==> config.mk <==
export PLATFORM = sky130hd
export DESIGN_NAME = lane_turnaround
export DESIGN_NICKNAME = d
export VERILOG_FILES = /design/src/rtl/lt_pkg.sv /design/src/rtl/lt_line_sync.sv /design/src/rtl/lt_lpx_timer.sv /design/src/rtl/lane_turnaround.sv
export SDC_FILE = /design/constraint.sdc
export NUM_CORES = 1
export LEC_CHECK = 0
export CORE_MARGIN = 5
export CORE_UTILIZATION = 36
export CTS_BUF_LIST = sky130_fd_sc_hd__clkbuf_4
export DETAILED_ROUTE_END_ITERATION = 10
export GPL_TIMING_DRIVEN = 1
export PLACE_DENSITY_LB_ADDON = 0.08
export SYNTH_ARGS = -nofsm -noshare
export SYNTH_HDL_FRONTEND = slang
export SYNTH_HIERARCHICAL = 1
export SYNTH_SLANG_ARGS = --single-unit
export TNS_END_PERCENT = 1
==> constraint.sdc <==
create_clock -name clk -period 5.7 [get_ports clk]
set_input_delay 0.57 -clock clk [delete_from_list [all_inputs] [get_ports clk]]
set_output_delay 0.57 -clock clk [all_outputs]
set_load 0.005 [all_outputs]
==> src/rtl/lt_pkg.sv <==
package lt_pkg;

   localparam logic [1:0] LINE_STOP   = 2'b11;
   localparam logic [1:0] LINE_P1     = 2'b10;
   localparam logic [1:0] LINE_BRIDGE = 2'b00;
   localparam logic [1:0] LINE_N1     = 2'b01;

   typedef enum logic [3:0] {
      LT_TX_STOP,
      LT_REQ_A,
      LT_REQ_B,
      LT_REQ_C,
      LT_GO,
      LT_RX_IDLE,
      LT_RX_STOP,
      LT_RX_A,
      LT_RX_B,
      LT_RX_SURE,
      LT_TG_BRIDGE,
      LT_TG_MARK
   } lt_state_e;

endpackage

==> src/rtl/lt_line_sync.sv <==
module lt_line_sync #(
   parameter int STAGES = 2
) (
   input  logic       clk,
   input  logic       rst_n,
   input  logic [1:0] line_in,
   output logic [1:0] line_out
);

   generate
      if (STAGES == 0) begin : g_bypass
         assign line_out = line_in;
      end else begin : g_chain
         logic [1:0] stg_q [STAGES];
         for (genvar i = 0; i < STAGES; i++) begin : g_stage
            if (i == 0) begin : g_first
               always_ff @(posedge clk or negedge rst_n) begin
                  if (!rst_n) stg_q[0] <= 2'b11;
                  else        stg_q[0] <= line_in;
               end
            end else begin : g_next
               always_ff @(posedge clk or negedge rst_n) begin
                  if (!rst_n) stg_q[i] <= 2'b11;
                  else        stg_q[i] <= stg_q[i-1];
               end
            end
         end
         assign line_out = stg_q[STAGES-1];
      end
   endgenerate

endmodule

==> src/rtl/lt_lpx_timer.sv <==
module lt_lpx_timer #(
   parameter int LPX_W = 8,
   localparam int TW   = LPX_W + 3
) (
   input  logic             clk,
   input  logic             rst_n,
   input  logic [LPX_W-1:0] lpx_cnt,
   input  logic [2:0]       mult,
   input  logic             clr,
   output logic             one_lpx,
   output logic             span_done
);

   logic [TW-1:0] lpx_eff;
   logic [TW-1:0] target;
   logic [TW-1:0] t_q;
   logic [TW-1:0] t_p1;

   // a zero period count is promoted to one cycle
   assign lpx_eff   = (lpx_cnt == '0) ? TW'(1) : TW'(lpx_cnt);
   assign target    = TW'(mult) * lpx_eff;
   assign t_p1      = t_q + TW'(1);
   assign one_lpx   = (t_p1 >= lpx_eff);
   assign span_done = (t_p1 >= target);

   always_ff @(posedge clk or negedge rst_n) begin
      if (!rst_n)            t_q <= '0;
      else if (clr)          t_q <= '0;
      else if (t_q != '1)    t_q <= t_p1;
   end

endmodule

==> src/rtl/lane_turnaround.sv <==
module lane_turnaround
   import lt_pkg::*;
#(
   parameter int LPX_W       = 8,
   parameter int SYNC_STAGES = 2,
   parameter bit START_OWNER = 1'b1
) (
   input  logic             clk,
   input  logic             rst_n,
   input  logic [LPX_W-1:0] lpx_cnt,
   input  logic             rel_req,
   input  logic [1:0]       lp_rx,
   output logic [1:0]       lp_tx,
   output logic             drive_en,
   output logic             lane_owned,
   output logic             rel_done,
   output logic             acc_done,
   output logic             ta_err
);

   localparam lt_state_e RST_ST = START_OWNER ? LT_TX_STOP : LT_RX_IDLE;

   initial begin : param_chk
      assert (LPX_W >= 2) else $error("LPX_W must be at least 2");
      assert (SYNC_STAGES <= 4) else $error("SYNC_STAGES must not exceed 4");
   end

   lt_state_e  state_q, state_d;
   logic [1:0] line_s;
   logic [2:0] mult;
   logic       one_lpx, span_done, clr;
   logic       err_c, take_c;
   logic       rel_q, acc_q, err_q;

   lt_line_sync #(.STAGES(SYNC_STAGES)) u_sync (
      .clk      (clk),
      .rst_n    (rst_n),
      .line_in  (lp_rx),
      .line_out (line_s)
   );

   lt_lpx_timer #(.LPX_W(LPX_W)) u_timer (
      .clk       (clk),
      .rst_n     (rst_n),
      .lpx_cnt   (lpx_cnt),
      .mult      (mult),
      .clr       (clr),
      .one_lpx   (one_lpx),
      .span_done (span_done)
   );

   assign clr    = (state_d != state_q);
   assign take_c = (state_q == LT_RX_SURE) && one_lpx && (line_s == LINE_BRIDGE);

   always_comb begin
      state_d = state_q;
      mult    = 3'd1;
      err_c   = 1'b0;
      case (state_q)
         LT_TX_STOP:   if (rel_req) state_d = LT_REQ_A;
         LT_REQ_A:     if (span_done) state_d = LT_REQ_B;
         LT_REQ_B:     if (span_done) state_d = LT_REQ_C;
         LT_REQ_C:     if (span_done) state_d = LT_GO;
         LT_GO: begin
            mult = 3'd4;
            if (span_done) state_d = LT_RX_IDLE;
         end
         LT_RX_IDLE:   if (line_s == LINE_STOP) state_d = LT_RX_STOP;
         LT_RX_STOP: begin
            if (line_s == LINE_P1)          state_d = LT_RX_A;
            else if (line_s != LINE_STOP)   state_d = LT_RX_IDLE;
         end
         LT_RX_A: begin
            if (line_s == LINE_BRIDGE)      state_d = LT_RX_B;
            else if (line_s != LINE_P1)     state_d = LT_RX_IDLE;
         end
         LT_RX_B: begin
            if (line_s == LINE_P1)          state_d = LT_RX_SURE;
            else if (line_s != LINE_BRIDGE) state_d = LT_RX_IDLE;
         end
         LT_RX_SURE: begin
            mult = 3'd2;
            if (take_c) begin
               state_d = LT_TG_BRIDGE;
            end else if (span_done || line_s == LINE_STOP || line_s == LINE_N1) begin
               state_d = LT_RX_IDLE;
               err_c   = 1'b1;
            end
         end
         LT_TG_BRIDGE: begin
            mult = 3'd5;
            if (span_done) state_d = LT_TG_MARK;
         end
         LT_TG_MARK:   if (span_done) state_d = LT_TX_STOP;
         default:      state_d = RST_ST;
      endcase
   end

   always_ff @(posedge clk or negedge rst_n) begin
      if (!rst_n) begin
         state_q <= RST_ST;
         rel_q   <= 1'b0;
         acc_q   <= 1'b0;
         err_q   <= 1'b0;
      end else begin
         state_q <= state_d;
         rel_q   <= (state_q == LT_GO) && span_done;
         acc_q   <= (state_q == LT_TG_MARK) && span_done;
         err_q   <= err_c;
      end
   end

   always_comb begin
      case (state_q)
         LT_REQ_A, LT_REQ_C, LT_TG_MARK: lp_tx = LINE_P1;
         LT_REQ_B, LT_GO, LT_TG_BRIDGE:  lp_tx = LINE_BRIDGE;
         default:                        lp_tx = LINE_STOP;
      endcase
   end

   always_comb begin
      case (state_q)
         LT_TX_STOP, LT_REQ_A, LT_REQ_B, LT_REQ_C, LT_GO,
         LT_TG_BRIDGE, LT_TG_MARK: drive_en = 1'b1;
         default:                  drive_en = 1'b0;
      endcase
   end

   assign lane_owned = (state_q == LT_TX_STOP);
   assign rel_done   = rel_q;
   assign acc_done   = acc_q;
   assign ta_err     = err_q;


   en_rise_chk: assert property (@(posedge clk) disable iff (!rst_n)
      $rose(drive_en) |-> ($past(line_s) == LINE_BRIDGE));


   en_fall_chk: assert property (@(posedge clk) disable iff (!rst_n)
      $fell(drive_en) |-> ($past(lp_tx) == LINE_BRIDGE));


   rel_done_chk: assert property (@(posedge clk) disable iff (!rst_n)
      rel_done |-> (!drive_en && $past(drive_en)));


   acc_mark_chk: assert property (@(posedge clk) disable iff (!rst_n)
      acc_done |-> ($past(lp_tx) == LINE_P1 && lp_tx == LINE_STOP && drive_en));


   err_rx_chk: assert property (@(posedge clk) disable iff (!rst_n)
      ta_err |-> (!drive_en && !lane_owned));

endmodule

## Yosys cells after proc, flatten, opt, wreduce, memory -nomap -nowiden

Index checks and enable logic that the tools add are counted.
Widths: inputs -> output; s select.

- Bits in registers: 22
- Input port bits: 13
- Word-level logic and storage cells: 69

- Add/subtract/negate cells: 1
- Magnitude comparators: 2
- Equal/unequal tests: 18
- Muxes and demuxes: 26
- Multipliers: 1
- Reduce and logical (&&, ||, !) cells: 14

Operators by type and width:

| operator | count |
|---|---|
| $mux 4 | 16 |
| $pmux 4 s12 | 1 |
| $ge 11x11->1 | 2 |
| $mux 11 | 2 |
| $eq 4x3->1 const B | 4 |
| $eq 4x4->1 const B | 4 |
| $add 11x1->11 const B | 1 |
| $mul 3x11->11 | 1 |
| $ne 11x11->1 const B | 1 |
| $pmux 3 s3 | 1 |
| $eq 4x2->1 const B | 2 |
| $logic_not 8->1 | 1 |
| $mux 8 | 1 |
| $reduce_or 7->1 | 1 |
| $reduce_or 3->1 | 2 |
| $eq 2x2->1 const B | 2 |
| $eq 4x1->1 const B | 1 |
| $logic_and 1x1->1 | 4 |
| $logic_not 4->1 | 1 |
| $mux 1 | 4 |
| $ne 2x2->1 const B | 2 |
| $ne 4x4->1 | 1 |
| $pmux 2 s2 | 1 |
| $reduce_bool 2->1 | 2 |
| 3 further kinds | 4 |

## Logic depth before layout (Yosys ltp)

- Depth in word-level cells: 11
- Gate-level depth with buffers: 28
- Depth with buffers taken out: 26

## Modules after synthesis

Netlist, hierarchy kept.

Modules (own cells, without submodules):

| module | seq. area each (um^2) | times used | area each (um^2) | cells each |
|---|---|---|---|---|
| lt_lpx_timer | 275.3 | 1 | 1,635.3 | 194 |
| lane_turnaround | 175.2 | 1 | 757.0 | 84 |
| lt_line_sync | 105.1 | 1 | 120.1 | 6 |

## Worst setup path before layout

No wires, ideal clock.

- Kind: register to register
- Start point: register state_q[0]
- End point: register u_timer.t_q[0]
- Setup slack: 0.514 ns
- Arrival time: 5.054 ns
- Data required time: 5.568 ns
- Cell stages (with the launch flop): 27
- Setup time: 0.132 ns
- Cells stage by stage: dfrtp_1 -> buf_6 -> or2b_1 -> o21ai_0 -> nand2_1 -> and2_1 -> fa_1 -> ha_1 -> inv_1 -> fa_1 -> nor2b_1 -> o21ai_1 -> a21oi_1 -> a211oi_1 -> or3_1 -> ha_1 -> o21a_1 -> o21a_1 -> a311o_1 -> buf_4 -> xor2_1 -> a21oi_2 -> o211ai_2 -> mux2_4 -> nand4_2 -> clkbuf_1 -> nor2_1

- Word-level cells in the longest chain between the ends: 11
- Elaborated cells between the ends (all ways): 39
- Classes of those cells: 1 x mul; 1 x order compare; 12 x eq/ne; 19 x mux; 6 x reduce/logical

Ends and longest elaborated chain:

| element | line | text |
|---|---|---|
| from (decl) | lane_turnaround.sv:28 | `lt_state_e state_q, state_d;` |
| from (signal assigned) | lane_turnaround.sv:106 | `state_q <= state_d;` |
| $eq 4x4->1 or $eq 4x3->1 (tied branches) | lane_turnaround.sv:59 | `case (state_q)` |
| $pmux 3 s3 (*) | lane_turnaround.sv:59 |  |
| named net mult[0] | lane_turnaround.sv:30 | `logic [2:0] mult;` |
| $mul 3x11->11 (*) | lt_lpx_timer.sv:21 | `assign target = TW'(mult) * lpx_eff;` |
| $ge 11x11->1 (*) | lt_lpx_timer.sv:24 | `assign span_done = (t_p1 >= target);` |
| named net span_done | lane_turnaround.sv:31 | `logic one_lpx, span_done, clr;` |
| $logic_or 1x1->1 (2 in series) | lane_turnaround.sv:85 | `end else if (span_done \|\| line_s == LINE_STOP \|\| line_s == LINE_N1) begin` |
| $mux 4 | lane_turnaround.sv:85 |  |
| $mux 4 | lane_turnaround.sv:83 | `if (take_c) begin` |
| $pmux 4 s12 (*) | lane_turnaround.sv:59 |  |
| $ne 4x4->1 (*) | lane_turnaround.sv:52 | `assign clr = (state_d != state_q);` |
| named net clr | lane_turnaround.sv:31 |  |
| $mux 11 or $reduce_bool 2->1 (tied branches) | n/a |  |
| to (signal assigned) | lt_lpx_timer.sv:29 | `else if (t_q != '1) t_q <= t_p1;` |
| to (decl) | lt_lpx_timer.sv:16 | `logic [TW-1:0] t_q;` |

Mark *: on every way through the listed nets, which the timed path passes. The rest lies on a longest branch.
A chain may end at the register's enable or synchronous reset.

## Worst setup path after layout

- Start point: input lpx_cnt[4]
- End point: register u_timer.t_q[7]

- Word-level cells in the longest chain between the ends: 11
- Elaborated cells between the ends (all ways): 21
- Classes of those cells: 1 x mul; 2 x order compare; 1 x eq/ne; 11 x mux; 6 x reduce/logical

Ends and longest elaborated chain:

| element | line | text |
|---|---|---|
| from (decl) | lane_turnaround.sv:10 | `input logic [LPX_W-1:0] lpx_cnt,` |
| $logic_not 8->1 | lt_lpx_timer.sv:20 | `assign lpx_eff = (lpx_cnt == '0) ? TW'(1) : TW'(lpx_cnt);` |
| $mux 8 (*) | lt_lpx_timer.sv:20 |  |
| $mul 3x11->11 (*) | lt_lpx_timer.sv:21 |  |
| $ge 11x11->1 (*) | lt_lpx_timer.sv:24 |  |
| named net span_done | lane_turnaround.sv:31 |  |
| $logic_or 1x1->1 (2 in series) | lane_turnaround.sv:85 |  |
| $mux 4 | lane_turnaround.sv:85 |  |
| $mux 4 | lane_turnaround.sv:83 |  |
| $pmux 4 s12 (*) | lane_turnaround.sv:59 |  |
| $ne 4x4->1 (*) | lane_turnaround.sv:52 |  |
| named net clr | lane_turnaround.sv:31 |  |
| $mux 11 or $reduce_bool 2->1 (tied branches) | n/a |  |

Marks and branches as above.

==> tab_implementation.tex <==
\begin{tabular}{lr}
\hline
Metric & Value \\
\hline
\multicolumn{2}{l}{\textbf{Global route}} \\
First-pass GRT wire length & 9930 um \\
Initial antenna violation count & 0 \\
Total congestion overflow after global routing & 0 \\
Global-route usage over all layers & 0.140 \\
Pin count of the biggest net entering global routing & 23 \\
Number of global-route vias before repair & roughly 2,100 \\
\multicolumn{2}{l}{\textbf{Route}} \\
Initial DRC Count & between 80 and 90 \\
Average detailed-routed wire length per instance & between 10 and 15 um \\
Wirelength, routed & just under 6000 um \\
DRT antenna net count & 0 \\
Total via count after detailed routing & 2,073 \\
DR pass1 iterations & 4 \\
Vias per cell & between 5 and 6 \\
DRC Markers & 0 \\
\multicolumn{2}{l}{\textbf{Clock network}} \\
Clock buffers created by TritonCTS & 3 \\
Number of hold-repair buffers added at the cts stage & 0 \\
Clock network latency to the later pin of the worst-skew pair & slightly above 0.3 ns \\
Clock Pin Slew Worst Setup and Hold Paths & approximately 0.11 ns \\
Master cell of the clock root buffer & clkbuf\_4 \\
Clock Path Buffers & 2 \\
TritonCTS Sinks & 22 \\
Total number of H-tree levels & 1 \\
TritonCTS clock tree & done \\
\multicolumn{2}{l}{\textbf{Synthesis}} \\
Number of synthesized register bits & 22 \\
Dominant synthesized flop cell & dfrtp\_1 \\
Average cell area after synthesis & 8.85 um\^{}2 \\
Cell count after synthesis & around 280 \\
Most area-consuming cells after synthesis & dfrtp\_1, ha\_1, fa\_1 \\
Number of nets produced by synthesis & 334 \\
Share of the synthesized area in the top cell type & 0.179 \\
Mapped cell area & 2510 um\^{}2 \\
Sequential element share of the synthesized area & 0.221 \\
Synthesis warning total & 6 \\
Unique masters post-synth & 60 \\
Count of flip-flops with a built-in enable after synthesis & 0 \\
Dominant cell type by area after synthesis & dfrtp\_1 \\
Share of async-settable or async-resettable flops after synthesis & 1.00 \\
\multicolumn{2}{l}{\textbf{Floorplan}} \\
Top-level port count & 20 \\
Row cnt & 30 \\
Starting density of the core & 0.370 \\
Overall die width & about 94 um \\
Core Footprint & slightly below 7000 um\^{}2 \\
Die height & a little over 90 um \\
Die outline area & just under 9000 um\^{}2 \\
\multicolumn{2}{l}{\textbf{Layout}} \\
Share of layout cells above drive strength 1 & 0.176 \\
Non-filler cells, final & between 400 and 500 \\
N\_diodes & 0 \\
Commonest non-fill, non-tap cell in the layout & ha\_1 \\
Nets & 369 \\
Most frequent cells in the layout & ha\_1, inv\_1, a21oi\_1 \\
Area Overhead vs Synth & 16.4\% \\
Fillcell total & a little over 700 \\
\multicolumn{2}{l}{\textbf{Timing}} \\
Post-route setup slack & 0.332 ns \\
Fin Hold WS & roughly 0.36 ns \\
Worst-margin pin slew & between 0.9 and 1 ns \\
F\_max & around 0.19 GHz \\
Worst slew margin relative to its limit & 0.361 \\
Final setup viols & 0 \\
Final Max Tran Viols & 0 \\
Post-route minimum period & 5.37 ns \\
Setup Skew & 0.0159 ns \\
Count of endpoints failing hold in the final timing report & 0 \\
Unrepaired setup endpoints after global routing & false \\
Period Utilization, post-route & 0.942 \\
\multicolumn{2}{l}{\textbf{Power}} \\
Pwr per Cell Area & between 200 and 250 nW/um\^{}2 \\
Worst IR drop on VDD & approximately 0.00019 V \\
Reported leakage power & between 1 and 1.5 nW \\
Power consumption & 683 uW \\
\multicolumn{2}{l}{\textbf{Place}} \\
Number of placed instances with taps included & just over 400 \\
HPWL after detailed placement & $\sim$4800 um \\
GP Congestion & around 0.78 \\
Port buffer count & 19 \\
Setup slack at placement & -0.0330 ns \\
\multicolumn{2}{l}{\textbf{Setup path}} \\
Cell with the most instances on the worst path & ha\_1 \\
Sort of element at the end of the critical path & flip-flop \\
Highest cell delay on the worst timing path & approximately 0.43 ns \\
Startpoint type of the worst setup path & primary input \\
Buf/Inv on CP & 4 \\
Worst EP required & approximately 5.9 ns \\
Critical-path maximum fanout & 10 \\
CP delay by family, top & compound AO/OA/AOI/OAI gates \\
Arrival time reported for the critical path endpoint & approximately 5.6 ns \\
Category of the critical setup timing path & primary input to flip-flop \\
Critical-path cell with the highest stage delay & a311o\_2 \\
\multicolumn{2}{l}{\textbf{Flow run}} \\
Reported max-cap violation count & 0 \\
\multicolumn{2}{l}{\textbf{Status}} \\
Result of the run & finished, final reports clean \\
\multicolumn{2}{l}{\textbf{Hold path}} \\
Hold/Removal Path Class & flip-flop to flip-flop \\
\hline
\end{tabular}
==> state kept, by name (all words and copies together) (netlist names) <==
register              count
rel_done                  1
ta_err                    1
u_sync/line_out           2
u_timer/t_q              11
acc_done                  1
state_q                   4
u_sync/g_chain.stg_q      2
==> per-stage QoR <==
step,area (um^2),util,TNS [ns]
floorplan,2510,-,0
global placement,2870,0.422,0
detailed placement,2870,0.422,-0.228
CTS,2890,0.426,0
global route,2930,0.431,0
finish,2930,0.431,0
==> logic make-up after synthesis <==
family	after synthesis	synth area share
adders and majority gates	37	0.205
AOI/OAI and AO/OA	57	0.153
xor gates and xnor gates	17	0.0623
and+or+nand+nor	108	0.261
muxes	4	0.0179
buffers and inverters	39	0.0787
DFF	22	0.221
==> power by group <==
| group | switching, mW | leakage (nW) | total, mW | internal (mW) |
|---|---|---|---|---|
| sequential | 0.0289 | 0.283 | 0.204 | 0.175 |
| clock | 0.0453 | 0.0154 | 0.0708 | 0.0255 |
| combinational | 0.209 | 1.11 | 0.408 | 0.200 |
==> layout make-up <==
type	instances	area [um^2]	share of cell area
clock buffers	3	22.5	0.00770
inverters	28	105	0.0359
well taps	96	120	0.0411
repair buffers	41	355	0.121
flip-flops and latches	22	558	0.191
clock inverters	1	3.75	0.00128
multi-input cells	223	1760	0.602
==> worst paths after layout <==
check,cells past startpoint,slack [ns],start,endpoint
worst max-delay path,25,0.33,lpx_cnt[4],u_timer/t_q[7]
worst min-delay path,0,0.36,u_sync/g_chain.stg_q[2],u_sync/line_out[0]
worst max register to register,24,0.34,state_q[2],u_timer/t_q[7]
worst min register to register,0,0.36,u_sync/g_chain.stg_q[2],u_sync/line_out[0]
max in group asynchronous,1,4.27,rst_n,state_q[2]
min in group asynchronous,1,0.78,rst_n,state_q[1]
==> synthesized netlist by cell type (all sizes together), types with 6 or more instances <==
master,number
fa,7
o21ai,8
nand4,7
inv,28
xor2,11
nand3,8
nand2,21
buf,10
nor3,7
ha,30
nor2,19
a21oi,24
xnor2,6
dfrtp,18
nor2b,8
and2,16
==> metal layers <==
metal / global-route usage / vias to the layer above / wire length, um
met2: 0.222 / 22 / 2710
met1: 0.205 / 998 / 2930
met4: 0.0181 / 0 / 0
met5: 0 / - / 0
li1: - / 1053 / -
met3: 0.0225 / 0 / 137
==> repair_timing <==
| action | 4_1_cts | 5_1_grt |
|---|---|---|
| setup buffers | 0 | 4 |
| endpoints found under the setup margin | 0 | 11 |
| gates resized for setup | 0 | 3 |
No activity file was read; power rests on OpenSTA's default activity.
